### src/rtl/rename_pkg.sv
package rename_pkg;
   localparam int unsigned ARCH_REGS_DFLT = 8;
   localparam int unsigned PHYS_REGS_DFLT = 16;

   function automatic int unsigned idx_width(input int unsigned n);
      return (n > 1) ? $clog2(n) : 1;
   endfunction
endpackage

### src/rtl/rmu_map_table.sv
module rmu_map_table #(
   parameter int unsigned ENTRIES  = rename_pkg::ARCH_REGS_DFLT,
   parameter int unsigned TAG_W    = 4,
   parameter int unsigned RD_PORTS = 3,
   parameter int unsigned AW       = rename_pkg::idx_width(ENTRIES)
) (
   input  logic                               clk,
   input  logic                               rst_n,
   input  logic [RD_PORTS-1:0][AW-1:0]        rd_addr,
   output logic [RD_PORTS-1:0][TAG_W-1:0]     rd_tag,
   input  logic                               wr_en,
   input  logic [AW-1:0]                      wr_addr,
   input  logic [TAG_W-1:0]                   wr_tag
);
   if (ENTRIES != (1 << AW)) begin : g_bad_entries
      $error("rmu_map_table: ENTRIES must be a power of two");
   end
   if (ENTRIES > (1 << TAG_W)) begin : g_bad_tag
      $error("rmu_map_table: TAG_W too narrow for identity reset");
   end

   logic [TAG_W-1:0] entry_q [ENTRIES];

   // identity mapping at reset; one write port
   always_ff @(posedge clk) begin
      if (!rst_n) begin
         for (int e = 0; e < ENTRIES; e++) entry_q[e] <= TAG_W'(e);
      end else if (wr_en) begin
         entry_q[wr_addr] <= wr_tag;
      end
   end

   // independent asynchronous read ports
   for (genvar p = 0; p < RD_PORTS; p++) begin : g_rd
      assign rd_tag[p] = entry_q[rd_addr[p]];
   end

   // a written entry reads back the written tag next cycle
   assert_map_write_R4: assert property (@(posedge clk) disable iff (!rst_n)
      wr_en |=> entry_q[$past(wr_addr)] == $past(wr_tag));
endmodule

### src/rtl/rmu_free_fifo.sv
module rmu_free_fifo #(
   parameter int unsigned DEPTH     = 8,
   parameter int unsigned TAG_W     = 4,
   parameter int unsigned FIRST_TAG = 8,
   parameter int unsigned CNT_W     = $clog2(DEPTH + 1)
) (
   input  logic               clk,
   input  logic               rst_n,
   input  logic               pop,
   input  logic               push,
   input  logic [TAG_W-1:0]   push_tag,
   output logic [TAG_W-1:0]   head_tag,
   output logic               empty,
   output logic [CNT_W-1:0]   count
);
   localparam int unsigned PTR_W = rename_pkg::idx_width(DEPTH);

   if (DEPTH < 2) begin : g_bad_depth
      $error("rmu_free_fifo: DEPTH must be at least 2");
   end
   if (FIRST_TAG + DEPTH > (1 << TAG_W)) begin : g_bad_range
      $error("rmu_free_fifo: initial tags exceed TAG_W");
   end

   logic [TAG_W-1:0] slot_q [DEPTH];
   logic [PTR_W-1:0] head_q, tail_q;
   logic [CNT_W-1:0] count_q;
   logic             full;
   logic             pop_ok, push_ok;

   function automatic logic [PTR_W-1:0] ptr_next(input logic [PTR_W-1:0] p);
      return (p == PTR_W'(DEPTH - 1)) ? '0 : p + 1'b1;
   endfunction

   assign empty   = (count_q == '0);
   assign full    = (count_q == CNT_W'(DEPTH));
   assign pop_ok  = pop && !empty;
   assign push_ok = push && (!full || pop_ok);

   always_ff @(posedge clk) begin
      if (!rst_n) begin
         for (int k = 0; k < DEPTH; k++) slot_q[k] <= TAG_W'(FIRST_TAG + k);
      end else if (push_ok) begin
         slot_q[tail_q] <= push_tag;
      end
   end

   always_ff @(posedge clk) begin
      if (!rst_n) begin
         head_q  <= '0;
         tail_q  <= '0;
         count_q <= CNT_W'(DEPTH);
      end else begin
         if (pop_ok)  head_q <= ptr_next(head_q);
         if (push_ok) tail_q <= ptr_next(tail_q);
         unique case ({push_ok, pop_ok})
            2'b10:   count_q <= count_q + 1'b1;
            2'b01:   count_q <= count_q - 1'b1;
            default: count_q <= count_q;
         endcase
      end
   end

   assign head_tag = slot_q[head_q];
   assign count    = count_q;

   // a release never lands on a full list
   assert_no_overflow_R6: assert property (@(posedge clk) disable iff (!rst_n)
      (push && full) |-> pop);
   // the allocator never asks an empty list
   assert_no_pop_empty_R7: assert property (@(posedge clk) disable iff (!rst_n)
      pop |-> !empty);
   // head and tail meet only when the list is empty or full
   assert_ptr_meet_R6: assert property (@(posedge clk) disable iff (!rst_n)
      (head_q == tail_q) |-> (empty || full));
endmodule

### src/rtl/rename_map_unit.sv
module rename_map_unit #(
   parameter int unsigned ARCH_REGS = rename_pkg::ARCH_REGS_DFLT,
   parameter int unsigned PHYS_REGS = rename_pkg::PHYS_REGS_DFLT,
   parameter int unsigned AW        = rename_pkg::idx_width(ARCH_REGS),
   parameter int unsigned PW        = rename_pkg::idx_width(PHYS_REGS)
) (
   input  logic          clk,
   input  logic          rst_n,
   input  logic          ren_valid,
   input  logic [AW-1:0] ren_src_a,
   input  logic [AW-1:0] ren_src_b,
   input  logic          ren_dst_en,
   input  logic [AW-1:0] ren_dst,
   input  logic          rel_valid,
   input  logic [PW-1:0] rel_tag,
   output logic [PW-1:0] src_a_tag,
   output logic [PW-1:0] src_b_tag,
   output logic [PW-1:0] dst_tag,
   output logic [PW-1:0] prev_tag,
   output logic          ren_fire,
   output logic          stall
);
   localparam int unsigned FREE_DEPTH = PHYS_REGS - ARCH_REGS;
   localparam int unsigned CNT_W      = $clog2(FREE_DEPTH + 1);
   localparam int unsigned RD_PORTS   = 3;

   if (PHYS_REGS <= ARCH_REGS) begin : g_bad_pool
      $error("rename_map_unit: PHYS_REGS must exceed ARCH_REGS");
   end

   logic [RD_PORTS-1:0][AW-1:0] rd_addr;
   logic [RD_PORTS-1:0][PW-1:0] rd_tag;
   logic [PW-1:0]               head_tag;
   logic                        free_empty;
   logic [CNT_W-1:0]            free_count;
   logic                        alloc;

   assign rd_addr  = {ren_dst, ren_src_b, ren_src_a};
   assign alloc    = ren_valid && ren_dst_en && !free_empty;
   assign ren_fire = ren_valid && (!ren_dst_en || !free_empty);
   assign stall    = free_empty;

   rmu_map_table #(
      .ENTRIES (ARCH_REGS),
      .TAG_W   (PW),
      .RD_PORTS(RD_PORTS),
      .AW      (AW)
   ) u_map (
      .clk    (clk),
      .rst_n  (rst_n),
      .rd_addr(rd_addr),
      .rd_tag (rd_tag),
      .wr_en  (alloc),
      .wr_addr(ren_dst),
      .wr_tag (head_tag)
   );

   rmu_free_fifo #(
      .DEPTH    (FREE_DEPTH),
      .TAG_W    (PW),
      .FIRST_TAG(ARCH_REGS),
      .CNT_W    (CNT_W)
   ) u_free (
      .clk     (clk),
      .rst_n   (rst_n),
      .pop     (alloc),
      .push    (rel_valid),
      .push_tag(rel_tag),
      .head_tag(head_tag),
      .empty   (free_empty),
      .count   (free_count)
   );

   assign src_a_tag = rd_tag[0];
   assign src_b_tag = rd_tag[1];
   assign prev_tag  = rd_tag[2];
   assign dst_tag   = alloc ? head_tag : '0;

   // an empty list with no release stays empty
   assert_empty_holds_R7: assert property (@(posedge clk) disable iff (!rst_n)
      (stall && !rel_valid) |=> stall);
   // a rename without destination leaves the list length alone
   assert_nodst_keeps_list_R8: assert property (@(posedge clk) disable iff (!rst_n)
      (ren_valid && !ren_dst_en && !rel_valid) |=> $stable(free_count));
   // an allocation shortens the list by one
   assert_alloc_shrinks_R4: assert property (@(posedge clk) disable iff (!rst_n)
      (ren_fire && ren_dst_en && !rel_valid) |=> free_count == $past(free_count) - 1'b1);
   // a release into an empty list clears the stall next cycle
   assert_release_unstalls_R10: assert property (@(posedge clk) disable iff (!rst_n)
      (stall && rel_valid) |=> !stall);
endmodule

### config.mk
export PLATFORM = sky130hd
export DESIGN_NAME = rename_map_unit
export DESIGN_NICKNAME = d
export VERILOG_FILES = /design/src/rtl/rename_pkg.sv /design/src/rtl/rmu_map_table.sv /design/src/rtl/rmu_free_fifo.sv /design/src/rtl/rename_map_unit.sv
export SDC_FILE = /design/constraint.sdc
export NUM_CORES = 1
export LEC_CHECK = 0
export CORE_AREA = 5 5 100 79
export DETAILED_ROUTE_END_ITERATION = 10
export DIE_AREA = 0 0 105 84
export DONT_BUFFER_PORTS = 1
export PLACE_DENSITY_LB_ADDON = 0.25
export SYNTH_ARGS = -nofsm -noshare
export SYNTH_HDL_FRONTEND = slang
export SYNTH_SLANG_ARGS = --single-unit
export TNS_END_PERCENT = 5
### constraint.sdc
create_clock -name clk -period 5.8 [get_ports clk]
set_clock_uncertainty 0.2 [all_clocks]
set_input_delay 0.29 -clock clk [delete_from_list [all_inputs] [get_ports clk]]
set_output_delay 0.29 -clock clk [all_outputs]
set_load 0.01 [all_outputs]
==> reports/results.tsv, run 1 <==
metric	value	unit
cts_buffers	9	
core.rowCount	27	
drtPass1Iterations	5	
path_clk_slew	0.08	ns
fin_crit_sh	53.3	%
crit_required	5.88	ns
synth_top_area_cell	edfxtp_1	
synth_fp_nets	386	
dpl_cell_area	0.00427	mm^2
routed-via-count	2960	
wl_per_cell	21.9	um
rsz0062_at_grt	false	
regToRegEndpoint	u_free.count[2]	
htreeDepth	3	
critical_path_class	register to register	
nNetsFinal	383	
drt-total-wl	9840	um
layout_setup_ws	2.71	ns
post-route-drc-count	0	
fin_area	0.00458	mm^2
dr.first_iter.drc_count	303	
syn_to_final_growth	6.98	%
maxSlewViolCount	0	
crit_fanout	15	
synth_ff_type	edfxtp_1	
initial_core_util	61.5	%
max-clock-path-buffers	2	
hold_path_depth	1	
cts_setup_buffers	0	
p_leak	1.48	nW
grt_overflow	0	
crit_path_start_kind	register	
cts-root-buf	clkbuf_8	
finalPower	0.00140	W
rr_startpoint	u_free.count[3]	
vdd_drop_max	162	uV
grt_pass1_vias	2865	
dpl_worst_slack	2.74	ns
grt_pass1_wl	16000	um
synth_commonest_cells	edfxtp_1 (64), nand2_1 (64), nor2_1 (49)	
hold_violations	0	
arrival	3.17	ns
die_y	84	um
hp-class	input port to register	
syn_avg_cell_area	11.9	um^2
core	0.00696	mm^2
synth-edff-count	64	
ctsResizeCount	0	
synth_area	0.00428	mm^2
antenna_found_initial	0	
seq_area_frac_synth	50.9	%
vias_per_cell	6.58	
drv_cap	0	
cts_sinks	77	
drtAntennaViolNets	0	
finalSetupViolCount	0	
die_w	105	um
synth.distinct_cells	46	
ys_warn_count	0	
status	complete, no violations	
hpwl	7150	um
async_flop_share	0	%
cts.hold.buffers_added	8	
fmax	0.324	GHz
worst_pin_slew	0.761	ns
fillCellCount	545	
tritoncts	done	
relSlewSlack	48.8	%
cp-end-kind	register	
reg2reg_depth	10	
setup_tns	0	ns
min_to	u_map.entry_q[3][3]	
syn_inst	361	
port_buffers	0	
yosys-top-cells-area	edfxtp_1 (45%), mux4_2 (14%), dfxtp_1 (6.1%)	
drive_above_1_share	17.6	%
antenna_cells	0	
place.gp.congestion	0.881	
worstSkewPairLatency	0.35	ns
grt.total_usage	24.0	%
grt_start_max_net_pins	22	
synth_top_area_share	44.9	%
power.density	306	mW/mm^2
io-pin-count	36	
r2r_slack	2.71	ns
dieArea	0.00882	mm^2
hold_start	rst_n	
post-route-min-period	3.09	ns
ys_ff_latch	77	
## sequential cells by signal, indices dropped and copies added (netlist names), named ones only
name,count
u_free.count,4
u_free.head_q,3
u_free.slot_q,32
u_free.tail_q,3
u_map.entry_q,32
## layout by cell type, fill, tap and decap left out, types with 3 or more instances in the layout
| cell type | n |
|---|---|
| dlygate4sd3_1 | 8 |
| mux2i_4 | 4 |
| mux2_2 | 8 |
| nand2_1 | 64 |
| nor2b_1 | 5 |
| clkbuf_16 | 3 |
| mux4_2 | 27 |
| or3_1 | 3 |
| inv_1 | 3 |
| nand3_1 | 16 |
| nand4_1 | 3 |
| and3_1 | 5 |
| edfxtp_1 | 64 |
| nor3_1 | 7 |
| ha_1 | 7 |
| o21ai_0 | 15 |
| clkbuf_8 | 11 |
| nand2b_1 | 5 |
| mux2i_1 | 9 |
| dfxtp_1 | 13 |
| nor2_1 | 49 |
| a21boi_0 | 6 |
## area by class of cell
| class | count | area (um^2) | share of cell area [%] |
|---|---|---|---|
| inverters | 4 | 15.0 | 0.328 |
| clock inverters | 1 | 5.00 | 0.109 |
| clock buffers | 15 | 230 | 5.02 |
| well taps | 87 | 109 | 2.38 |
| multi-input cells | 258 | 1960 | 42.8 |
| flip-flops and latches | 77 | 2180 | 47.6 |
| repair buffers | 8 | 80.1 | 1.75 |
## stage by stage
step / instances / hold slack, ns / util, %
global placement: 426 / 0.221 / 61.3
CTS: 450 / 0.00738 / 65.8
detailed placement: 426 / 0.225 / 61.3
floorplan: 361 / 0.258 / -
global route: 450 / 0.0157 / 65.8
finish: 450 / 0.0235 / 65.8
## critical path, cell delays in order (launching register included)
cell and delay, ns:
dfxtp_1 0.37, nor4_2 0.54, or2_4 0.31, inv_2 0.15, ha_1 0.28, xor2_1 0.16, ha_1 0.20, a21oi_1 0.15
xor2_1 0.09, or3_2 0.40, a21boi_0 0.17
## worst max-delay path by stage
stage / from / end
2_1_floorplan: u_free.count[1] / u_free.count[2]
3_3_place_gp: u_free.count[3] / u_free.count[2]
3_5_place_dp: u_free.count[3] / u_free.count[2]
4_1_cts: u_free.count[3] / u_free.count[2]
5_1_grt: u_free.count[3] / u_free.count[2]
6_report: u_free.count[3] / u_free.count[2]
## metal layers
| layer | wire length, um | GRT usage, % |
|---|---|---|
| met1 | 4190 | 34.2 |
| met3 | 1080 | 9.51 |
| met4 | 124 | 6.27 |
| met2 | 4440 | 34.3 |
| met5 | 0 | 0 |
## cell families (layout without fill, tap and decap cells)
family	after synthesis	in the layout	synth area share (%)
AND/OR/NAND/NOR	169	169	18.1
flip-flops	77	77	50.9
multiplexers	48	48	20.5
AO/OA/AOI/OAI	31	31	4.50
buffers and inverters	26	28	3.27
adder cells (fa/ha/maj)	7	7	2.04
XOR/XNOR	3	3	0.614
## power by group
part / total, W / internal [W] / switching (W)
clock: 0.000450 / 0.000257 / 0.000193
sequential: 0.000675 / 0.000633 / 0.0000414
combinational: 0.000279 / 0.000112 / 0.000167
total: 0.00140 / 0.00100 / 0.000401
Note: power is estimated with default switching activity, not from simulation.
==> run 2, diff against run 1 <==
--- a/config.mk
+++ b/config.mk
@@ -5,9 +5,9 @@
 export SDC_FILE = /design/constraint.sdc
 export NUM_CORES = 1
 export LEC_CHECK = 0
-export CORE_AREA = 5 5 100 79
+export CORE_AREA = 5 5 101 79
 export DETAILED_ROUTE_END_ITERATION = 10
-export DIE_AREA = 0 0 105 84
+export DIE_AREA = 0 0 106 84
 export DONT_BUFFER_PORTS = 1
 export PLACE_DENSITY_LB_ADDON = 0.25
 export SYNTH_ARGS = -nofsm -noshare
==> constraint.sdc (replaced) <==
create_clock -name clk -period 2.9 [get_ports clk]
set_clock_uncertainty 0.2 [all_clocks]
set_input_delay 0.145 -clock clk [delete_from_list [all_inputs] [get_ports clk]]
set_output_delay 0.145 -clock clk [all_outputs]
set_load 0.01 [all_outputs]
==> run 2 against run 1 <==
- design area increased by 0.76%
- power increased by 99%
- fmax increased by 13%
- clock power increased by 94%
- combinational power increased by 100%
- utilization decreased by 0.13 points
- clock-buffer cell count decreased by 6
- cell count increased by 1.3%
- register-to-register slack got worse by 2.6 ns
- non-clock buffer count increased by 6
- first-iteration DRC count increased by 16%
- hold slack improved by 0.011 ns
==> reports/results.tsv, run 2 (synthesis gave the netlist of run 1 again) <==
metric	value	unit	change
grtUsageMet3	7.81	%	-1.7 points
die_y	84	um	unchanged
vias_per_cell	6.60		+0.38%
core	0.00703	mm^2	+0.97%
rsz0062_at_grt	true		
dr.first_iter.drc_count	351		+16%
hp-class	input port to register		
drv_cap	0		unchanged
crit_buf_inv	0		-1
antenna_found_initial	0		unchanged
htreeDepth	3		unchanged
place.gp.congestion	0.895		+1.6%
cp_num_cells	9		-1
fin_area	0.00462	mm^2	+0.76%
whs	0.0342	ns	+0.0107 ns
status	complete, no violations		
crit_required	2.98	ns	-2.90 ns
drtPass1Iterations	5		unchanged
grt_pass1_wl	15500	um	-2.8%
fin_crit_sh	94.6	%	+41 points
cts_buffers	9		unchanged
initial_core_util	61.0	%	-0.59 points
antenna_cells	0		unchanged
critical-path-slowest-cell	or3_2		
critical_path_class	register to register		
power.density	604	mW/mm^2	+97%
crit_path_start_kind	register		
drt-total-wl	9750	um	-0.90%
post-route-drc-count	0		unchanged
crit_chain	nor3_1 -> a31o_2 -> ha_1 -> xor2_1 -> ha_1 -> a21oi_1 -> xor2_1 -> or3_2 -> a21boi_0		
dieArea	0.00890	mm^2	+0.95%
grt.total_usage	23.2	%	-0.79 points
rr_startpoint	u_free.count[1]		
die_w	106	um	+0.95%
routed-via-count	3011		+1.7%
grt_start_max_net_pins	26		+18%
fmax	0.365	GHz	+13%
finalSetupViolCount	0		unchanged
hpwl	6850	um	-4.2%
reg2reg_depth	9		-1
relSlewSlack	40.3	%	-8.5 points
p_leak	1.49	nW	+0.74%
cp-endpoint	u_free.count[2]		
drive_above_1_share	18.2	%	+0.53 points
arrival	2.82	ns	-0.35 ns
cp-startpoint	u_free.count[1]		
cp-end-kind	register		
tritoncts	done		
vdd_drop_max	401	uV	+150%
wl_per_cell	21.4	um	-2.2%
maxSlewViolCount	0		unchanged
grtUsageMet1	33.7	%	-0.43 points
io-pin-count	36		unchanged
syn_to_final_growth	7.80	%	
grt_use_met2	32.5	%	-1.8 points
regToRegEndpoint	u_free.count[2]		
cpPeakStageDelay	0.41	ns	-0.13 ns
dpl_cell_area	0.00428	mm^2	+0.35%
crit_fanout	9		-6
dpl_worst_slack	0.194	ns	-2.54 ns
cts-root-buf	clkbuf_8		
hold_violations	0		unchanged
grt_busiest_layer	met1		
cts_sinks	77		unchanged
cp_top_family	simple AND/OR/NAND/NOR gates		
post-route-min-period	2.74	ns	-0.346 ns
r2r_slack	0.16	ns	-2.55 ns
final_cell_mix	nand2_1 (64), edfxtp_1 (64), nor2_1 (49)		
nNetsFinal	389		+1.6%
layout_setup_ws	0.157	ns	-2.55 ns
path_clk_slew	0.08	ns	about the same
worstSkewPairLatency	0.35	ns	about the same
worst_pin_slew	0.893	ns	+0.132 ns
port_buffers	0		unchanged
drtAntennaViolNets	0		unchanged
grt_overflow	0		unchanged
core.rowCount	27		unchanged
max-clock-path-buffers	2		unchanged
grt_pass1_vias	2800		-2.3%
## run 2: cell count changes in the layout (fill, tap and decap cells not counted), sizes merged
cell | before | now
buf | 0 | 2
bufinv | 0 | 2
clkbuf | 15 | 9
clkinv | 1 | 4
clkinvlp | 0 | 1
dlygate4sd3 | 8 | 12
## run 2: worst min-delay path by stage
stage,slack (ns),cells after the start,end,startpoint
after floorplan,0.11,2,u_free.tail_q[2],rel_valid
after global placement,0.08,1,u_free.count[0],rst_n
after detailed placement,0.08,1,u_free.count[0],rst_n
after CTS,0.01,1,u_free.slot_q[6][1],rst_n
after global routing,0.04,1,u_free.slot_q[7][1],rst_n
final,0.03,1,u_free.slot_q[6][1],rst_n
## run 2: per-stage QoR
step	instances	util [%]	setup TNS, ns	power (W)
floorplan	361	-	0	0.00181
global placement	428	60.9	0	0.00190
detailed placement	428	60.9	0	0.00191
CTS	456	65.7	0	0.00280
global route	456	65.7	-0.0675	0.00292
finish	456	65.7	0	0.00279
## run 2: area by class of cell
cell class	instances	area, um^2
Sequential cell	77	2180
Clock buffer	9	124
Multi-Input combinational cell	258	1960
Inverter	4	15.0
Tap cell	87	109
Fill cell	532	2410
Clock inverter	7	90.1
Timing Repair Buffer	14	135
## run 2: what timing repair did
item | 4_1_cts | 5_1_grt
resized for setup | 0 | 1
setup endpoints to repair | 0 | 2
hold endpoints to repair | 101 | 0
setup buffers | 0 | 0
hold buffers | 12 | 0
## run 2: power by group
| group | switching (W) | total (W) | internal, W |
|---|---|---|---|
| sequential | 0.0000823 | 0.00135 | 0.00127 |
| combinational | 0.000337 | 0.000568 | 0.000231 |
| clock | 0.000391 | 0.000871 | 0.000480 |
## run 2: layer usage
| metal | part of all wire (%) | vias to the layer above |
|---|---|---|
| li1 | - | 1335 |
| met1 | 43 | 1457 |
| met2 | 44 | 197 |
| met3 | 11 | 22 |
| met4 | 2.1 | 0 |
| met5 | 0 | - |
